`config.mk`:
```
export PLATFORM = sky130hd
export DESIGN_NAME = strobe_out_port
export DESIGN_NICKNAME = d
export VERILOG_FILES = /design/src/rtl/sop_pkg.sv /design/src/rtl/sop_bus_decode.sv /design/src/rtl/sop_ctrl_bits.sv /design/src/rtl/sop_out_engine.sv /design/src/rtl/strobe_out_port.sv
export SDC_FILE = /design/constraint.sdc
export NUM_CORES = 1
export LEC_CHECK = 0
export BUFFER_PORTS_ARGS = -buffer_cell sky130_fd_sc_hd__buf_4
export CORE_UTILIZATION = 45
export CTS_CLUSTER_DIAMETER = 40
export DETAILED_ROUTE_END_ITERATION = 10
export PLACE_DENSITY = 0.8
export SLEW_MARGIN = 20
export SYNTH_ARGS = -nofsm -noshare
export SYNTH_HDL_FRONTEND = slang
export SYNTH_SLANG_ARGS = --single-unit
export TNS_END_PERCENT = 1
```
`constraint.sdc`:
```
create_clock -name clk -period 2.6 [get_ports clk]
set_input_delay 0.26 -clock clk [delete_from_list [all_inputs] [get_ports clk]]
set_output_delay 0.26 -clock clk [all_outputs]
set_load 0.05 [all_outputs]
```
`src/rtl/sop_pkg.sv`:
```
package sop_pkg;

    typedef enum logic [1:0] {
        REG_DATA = 2'd0,
        REG_NONE = 2'd1,
        REG_STAT = 2'd2,
        REG_CTRL = 2'd3
    } reg_sel_e;

    typedef struct packed {
        logic data_wr;
        logic ctrl_wr;
        logic data_rd;
        logic stat_rd;
    } bus_req_t;

    typedef struct packed {
        logic       obf_n;
        logic       intr;
        logic       inte;
        logic [1:0] gp;
    } port_state_t;

    localparam int STAT_W = 8;

    function automatic logic [2:0] inte_pos(input bit port_a);
        return port_a ? 3'd6 : 3'd2;
    endfunction

    function automatic logic [STAT_W-1:0] status_image(input bit port_a,
                                                       input port_state_t s);
        if (port_a)
            return {s.obf_n, s.inte, s.gp, s.intr, 3'b000};
        else
            return {5'b00000, s.inte, s.obf_n, s.intr};
    endfunction

endpackage

```
`src/rtl/sop_bus_decode.sv`:
```
module sop_bus_decode
    import sop_pkg::*;
#(
    parameter int DW = 8
) (
    input  logic                cs_n,
    input  logic                rd_n,
    input  logic                wr_n,
    input  logic [1:0]          addr,
    input  logic                ctrl_msb,
    input  logic [DW-1:0]       latched,
    input  logic [STAT_W-1:0]   status,
    output bus_req_t            req,
    output logic [DW-1:0]       rdata
);
    reg_sel_e sel;

    always_comb begin
        sel         = reg_sel_e'(addr);
        req         = '0;
        req.data_wr = !cs_n && !wr_n && (sel == REG_DATA);
        req.ctrl_wr = !cs_n && !wr_n && (sel == REG_CTRL) && !ctrl_msb;
        req.data_rd = !cs_n && !rd_n && (sel == REG_DATA);
        req.stat_rd = !cs_n && !rd_n && (sel == REG_STAT);
    end

    always_comb begin
        rdata = '0;
        if (req.data_rd)
            rdata = latched;
        else if (req.stat_rd)
            rdata[STAT_W-1:0] = status;
    end

endmodule

```
`src/rtl/sop_ctrl_bits.sv`:
```
module sop_ctrl_bits
    import sop_pkg::*;
#(
    parameter bit PORT_A = 1'b1
) (
    input  logic       clk,
    input  logic       rst,
    input  logic       ctrl_wr,
    input  logic [2:0] bit_sel,
    input  logic       bit_val,
    output logic       inte,
    output logic [1:0] gp
);
    localparam logic [2:0] INTE_POS = inte_pos(PORT_A);

    always_ff @(posedge clk) begin
        if (rst)
            inte <= 1'b0;
        else if (ctrl_wr && bit_sel == INTE_POS)
            inte <= bit_val;
    end

    generate
        if (PORT_A) begin : g_spare
            logic [1:0] gp_q;
            always_ff @(posedge clk) begin
                if (rst) begin
                    gp_q <= 2'b00;
                end else if (ctrl_wr) begin
                    if (bit_sel == 3'd5) gp_q[1] <= bit_val;
                    if (bit_sel == 3'd4) gp_q[0] <= bit_val;
                end
            end
            assign gp = gp_q;
        end else begin : g_nospare
            assign gp = 2'b00;
        end
    endgenerate

endmodule

```
`src/rtl/sop_out_engine.sv`:
```
module sop_out_engine #(
    parameter int DW = 8
) (
    input  logic          clk,
    input  logic          rst,
    input  logic          data_wr,
    input  logic [DW-1:0] wdata,
    input  logic          ack_n,
    input  logic          inte,
    output logic [DW-1:0] pdata,
    output logic          obf_n,
    output logic          intr
);
    logic [DW-1:0] data_q;
    logic          wr_q;
    logic          obf_n_q;
    logic          ack_pend_q;
    logic          ready_q;
    logic          wr_end;
    logic          ack_take;

    assign wr_end   = wr_q && !data_wr;
    assign ack_take = !ack_n && !obf_n_q && !wr_end;

    always_ff @(posedge clk) begin
        if (rst) begin
            data_q     <= '0;
            wr_q       <= 1'b0;
            obf_n_q    <= 1'b1;
            ack_pend_q <= 1'b0;
            ready_q    <= 1'b0;
        end else begin
            wr_q <= data_wr;
            if (data_wr)
                data_q <= wdata;

            if (wr_end)
                obf_n_q <= 1'b0;
            else if (ack_take)
                obf_n_q <= 1'b1;

            if (data_wr)
                ack_pend_q <= 1'b0;
            else if (ack_take)
                ack_pend_q <= 1'b1;
            else if (ack_n && ack_pend_q)
                ack_pend_q <= 1'b0;

            if (data_wr)
                ready_q <= 1'b0;
            else if (ack_n && ack_pend_q)
                ready_q <= 1'b1;
        end
    end

    assign pdata = data_q;
    assign obf_n = obf_n_q;
    assign intr  = ready_q && inte;

endmodule

```
`src/rtl/strobe_out_port.sv`:
```
module strobe_out_port
    import sop_pkg::*;
#(
    parameter int DW     = 8,
    parameter bit PORT_A = 1'b1
) (
    input  logic          clk,
    input  logic          rst,
    input  logic          cs_n,
    input  logic          rd_n,
    input  logic          wr_n,
    input  logic [1:0]    addr,
    input  logic [DW-1:0] wdata,
    output logic [DW-1:0] rdata,
    output logic [DW-1:0] pdata,
    output logic          obf_n,
    input  logic          ack_n,
    output logic          intr,
    output logic [1:0]    gp
);
    bus_req_t          req;
    port_state_t       st;
    logic              inte;
    logic [STAT_W-1:0] status;

    sop_bus_decode #(.DW(DW)) u_dec (
        .cs_n     (cs_n),
        .rd_n     (rd_n),
        .wr_n     (wr_n),
        .addr     (addr),
        .ctrl_msb (wdata[7]),
        .latched  (pdata),
        .status   (status),
        .req      (req),
        .rdata    (rdata)
    );

    sop_ctrl_bits #(.PORT_A(PORT_A)) u_ctrl (
        .clk     (clk),
        .rst     (rst),
        .ctrl_wr (req.ctrl_wr),
        .bit_sel (wdata[3:1]),
        .bit_val (wdata[0]),
        .inte    (inte),
        .gp      (gp)
    );

    sop_out_engine #(.DW(DW)) u_eng (
        .clk     (clk),
        .rst     (rst),
        .data_wr (req.data_wr),
        .wdata   (wdata),
        .ack_n   (ack_n),
        .inte    (inte),
        .pdata   (pdata),
        .obf_n   (obf_n),
        .intr    (intr)
    );

    always_comb begin
        st.obf_n = obf_n;
        st.intr  = intr;
        st.inte  = inte;
        st.gp    = gp;
        status   = status_image(PORT_A, st);
    end

endmodule

```
# After elaboration in Yosys (flattened, before gate mapping)
# Cells that the tools add are included.
[op_classes] n_addsub=0 mul=0 n_div=0 magnitude_cmp=0 eq_ne=5 shift=0 muxes=6 bitwise_logic=0 n_reduce_logical=27
[op_table] op="8-bit two-way mux" n=2
[op_table] op="1-bit logical AND" n=13
[op_table] op="3-bit == test, second input constant" n=3
[op_table] op="1-bit zero test" n=8
[op_table] op="2-bit == test, second input constant" n=2
[op_table] op="1-bit two-way mux" n=4
[op_table] op="2-bit AND reduction" n=2
[op_table] op="2-bit nonzero test" n=2
[op_table] op="2-bit zero test" n=1
[op_table] op="2-bit OR reduction" n=1
[word_totals] regBits=15 latchBits=0 ramBits=0 romBits=0 inputBits=16 wordCells=46 n_memories=0

# Logic depth before layout (Yosys ltp)
[depth] word_depth=9 mapped_depth=4 mapped_depth_nobuf=3

# Hierarchy
# Synthesis repeated with hierarchy kept, for this count alone.
[unflattened] hier_cells=79 area_unflattened_um2=737.0
[by_module_without_submodules] module="sop_out_engine" instances=1 cells_per_inst=40 area_each_um2=425.4 seq_area_each_um2=240.2
[by_module_without_submodules] module="sop_bus_decode" instances=1 cells_per_inst=25 area_each_um2=162.7 seq_area_each_um2=0.0
[by_module_without_submodules] module="sop_ctrl_bits" instances=1 cells_per_inst=13 area_each_um2=145.1 seq_area_each_um2=60.1
[by_module_without_submodules] module="strobe_out_port" instances=1 cells_per_inst=1 area_each_um2=3.8 seq_area_each_um2=0.0

# Worst setup path after synthesis
# Ideal clock, no wire load.
[synth_timing] path_kind="flip-flop to output port" start="reg u_ctrl.inte" end="out rdata[3]" arrival_time_ns=1.575 slack_ns=0.765 path_stages_with_launch=4 n_path_buf=0 cell_sequence="dfxtp_1 and2_1 mux2i_1 nor2_1"
[synth_between] elab_chain_cells=3
[synth_lines] element="from (decl)" line="sop_ctrl_bits.sv:11" source="output logic inte,"
[synth_lines] element="from (signal assigned)" line="sop_ctrl_bits.sv:20" source="inte <= bit_val;"
[synth_lines] element="1-bit logical AND" line="sop_out_engine.sv:58" source="assign intr = ready_q && inte;"
[synth_lines] element="via intr" line="strobe_out_port.sv:18" source="output logic intr,"
[synth_lines] element="8-bit two-way mux" line="sop_bus_decode.sv:31" source="else if (req.stat_rd)"
[synth_lines] element="8-bit two-way mux" line="sop_bus_decode.sv:29" source="if (req.data_rd)"
[synth_lines] element="to (decl)" line="strobe_out_port.sv:14" source="output logic [DW-1:0] rdata,"
# The timed path passes the listed nets, and every way through them passes these cells.

# Final worst setup path
[layout_timing] start="in addr[0]" end="out rdata[0]"
[layout_between] elab_chain_cells=3
[layout_lines] element="from (decl)" line="strobe_out_port.sv:12" source="input logic [1:0] addr,"
[layout_lines] element="2-bit zero test" line="sop_bus_decode.sv:23" source="req.data_rd = !cs_n && !rd_n && (sel == REG_DATA);"
[layout_lines] element="1-bit logical AND" line="sop_bus_decode.sv:23"
[layout_lines] element="8-bit two-way mux" line="sop_bus_decode.sv:29"
# Every way passes these cells.

==> results.toml <==
[layout]
antenna_cells = 0
final_area_sq_um = 967.2
layout.nets = 120
final_layout_size_suffix_gt1_share_pct = 40.78
area_delta_synth_final_pct = 42.62

[logic_synthesis]
yosys_warnings = 0
synth_seq_cells = 15
yosys.area.top_type = "dfxtp_1"
synth.area.top_cells = "dfxtp_1 44%, mux2i_1 12%, a22o_1 10%, nor2_1 6.1%, and2_1 3.7%"
ys_seq_area_share_pct = 44.28
syn_area_per_cell_sq_um = 10.12
synth_top_area_share_pct = 44.28
async_flop_share_pct = 0
synth_cell_type_count = 20
synth_adder_area_share_pct = 0
syn-num-nets = 83
synth_area_sq_um = 678.2
synth_compound_area_share_pct = 11.81
synthXorXnorAreaFrac_pct = 0
synth_edf_count = 0
synth-main-ff-cell = "dfxtp_1"
syn_inst = 67
synth.area.mux_share_pct = 11.81
yosys.area_share.simple_pct = 29.34
synth.most_common_cell = "dfxtp_1"
synth_top_family_by_area = "simple AND/OR/NAND/NOR gates"
synthTopCellsByCount = "15 x dfxtp_1, 11 x nor2_1, 8 x a22o_1, 8 x mux2i_1"

[sta]
finClkSkew_ns = 0.0002110
relSlewSlack_pct = 61.70
tightest_slew_ns = 0.5724
rsz0062_at_grt = "no"
finalSetupViolCount = 0
hold_violations = 0
finalSetupTns_ns = 0
finalCritPeriodShare_pct = 62.07
setup_slack_ns = 0.9863
fin_crit_ns = 1.614
max_freq_ghz = 0.6197
drv_slew = 0
hold_slack_ns = 0.1475

[critical_path]
max_stage_delay_ns = 0.48
slowest_stage = "or3_1"
required_ns = 2.34
path_buf_inv = 2
cp_max_fo = 6
path_common_cell = "buf_4"
critPathArrivalTime_ns = 1.35
reg2reg_to = "u_eng.obf_n$_SDFFE_PP1P_"
worstPathCellList = "buf_4 -> or3_1 -> nor2_1 -> and2_1 -> buf_4"
rr_startpoint = "u_eng.obf_n$_SDFFE_PP1P_"
start_kind = "input pin"
regToRegSetupSlack_ns = 1.71
cp-end-kind = "output port"
crit_type = "input pin to output port"
reg2reg_depth = 3
worstSetupStartpoint = "addr[0]"
path_delay_family = "simple AND/OR/NAND/NOR gates"

[clock_network]
htree_num_levels = 1
cts_buffer_depth = 2
cts_resized = 0
cts_setup_buffers = 0
cts_buffers = 3
cts_hold_buf = 0
clkLatencyLatePin_ns = 0.28
cts_tree = "yes"
clk_pin_slew_worst_paths_ns = 0.08
clock-sinks = 15
cts-root-buf = "clkbuf_4"

[worst_hold_path]
hold_path.class = "input pin to register"
hold_path_depth = 2
holdPathEnd = "u_eng.ack_pend_q$_SDFFE_PP0P_"
hold_start = "ack_n"

[grt]
grt_pass1_vias = 527
grt_max_degree = 10
grt_pass1_wl_mm = 2.352
antenna_found_initial = 0
grt_usage_pct = 22.91
gr-total-overflow = 0

[pwr]
p_per_area_nw_per_um2 = 447.4
finalPower_mw = 0.4327
p_leak_nw = 0.4651
ir_worst_vdd_v = 0.0003691

[detailed_routing]
firstDrtPassIters = 2
wl_per_cell_um = 13.89
ant_nets = 0
routed_via_density = 5.364
vias = 633
drc = 0
initialDrtViolationCount = 5
totalWireLength_mm = 1.639

[die]
core_area_sq_um = 1350
rows = 13
die_height_um = 40.82
initial_core_util_pct = 50.23
dieArea_sq_um = 1666
ios = 36
fp.dieW_um = 40.82

[place]
hpwl_mm = 1.246
port_buffers = 35
placed_area_sq_um = 940.9
place_ws_ns = 0.9809
routabilityCongestion = 0.7168

[outcome]
status = "completed"

[job]
drv_cap = 0
cell families (layout without fill, tap and decap cells):
logic type             Yosys count  after routing
and+or+nand+nor                 31             31
DFF                             15             15
AOI/OAI and AO/OA               10             10
muxes                            8              8
buffers and inverters            3             39
layout make-up:
type | instances | area, sq um
Timing Repair Buffer | 35 | 262.8
Multi-Input combinational cell | 49 | 359.1
Tap cell | 15 | 18.77
Clock buffer | 4 | 26.28
Fill cell | 116 | 382.9
Sequential cell | 15 | 300.3
routing by layer:
metal  GRT usage [%]  share of wire (%)
met1           24.17                 41
met2           37.89                 51
met3           10.87                6.5
met4           10.83                1.6
met5               0                  0
flip-flops by register name, indices dropped and copies added (netlist names):
| name | count |
|---|---|
| u_ctrl.gp | 2 |
| u_eng.wr_q | 1 |
| u_eng.ack_pend_q | 1 |
| u_eng.obf_n | 1 |
| u_eng.pdata | 8 |
| u_ctrl.inte | 1 |
| u_eng.ready_q | 1 |
how the worst max path moves through the flow:
stage	end	slack, ns	cells after the start
4_1_cts	rdata[0]	0.98	5
3_3_place_gp	rdata[0]	1.00	5
5_1_grt	rdata[1]	0.91	5
3_5_place_dp	rdata[0]	0.98	5
2_1_floorplan	rdata[3]	0.77	3
6_report	rdata[0]	0.99	5
worst reg2reg max path, delay by kind of cell (launching register included):
kind	cells	cell delay, ns
simple gates	2	0.38
flops	1	0.35
compound gates	1	0.04
power breakdown:
group / switching (mW) / internal (mW) / leakage [nW] / total, mW
sequential: 0.00251 / 0.233 / 0.121 / 0.235
combinational: 0.0346 / 0.0280 / 0.329 / 0.0626
clock: 0.0749 / 0.0597 / 0.0150 / 0.135
through the flow:
step	util (%)	cells
2_1_floorplan	-	67
3_3_place_gp	69.69	114
3_5_place_dp	69.69	114
4_1_cts	71.64	118
5_1_grt	71.64	118
6_report	71.64	118
cells in the final DEF (no fill, tap or decap):
cell type / instances
or4_4: 1
nor2b_1: 1
a21oi_1: 2
and4b_1: 1
nor2_8: 1
a22o_1: 8
nor4_1: 1
nand4b_1: 2
mux2i_1: 8
or3_1: 1
clkbuf_4: 3
and3_1: 1
nor4_2: 1
nor3_1: 1
buf_4: 35
dfxtp_1: 15
clkbuf_1: 1
nor2_1: 11
and2_1: 4
nand2b_1: 4
or2_2: 1
No activity file was read; power rests on OpenSTA's default activity.
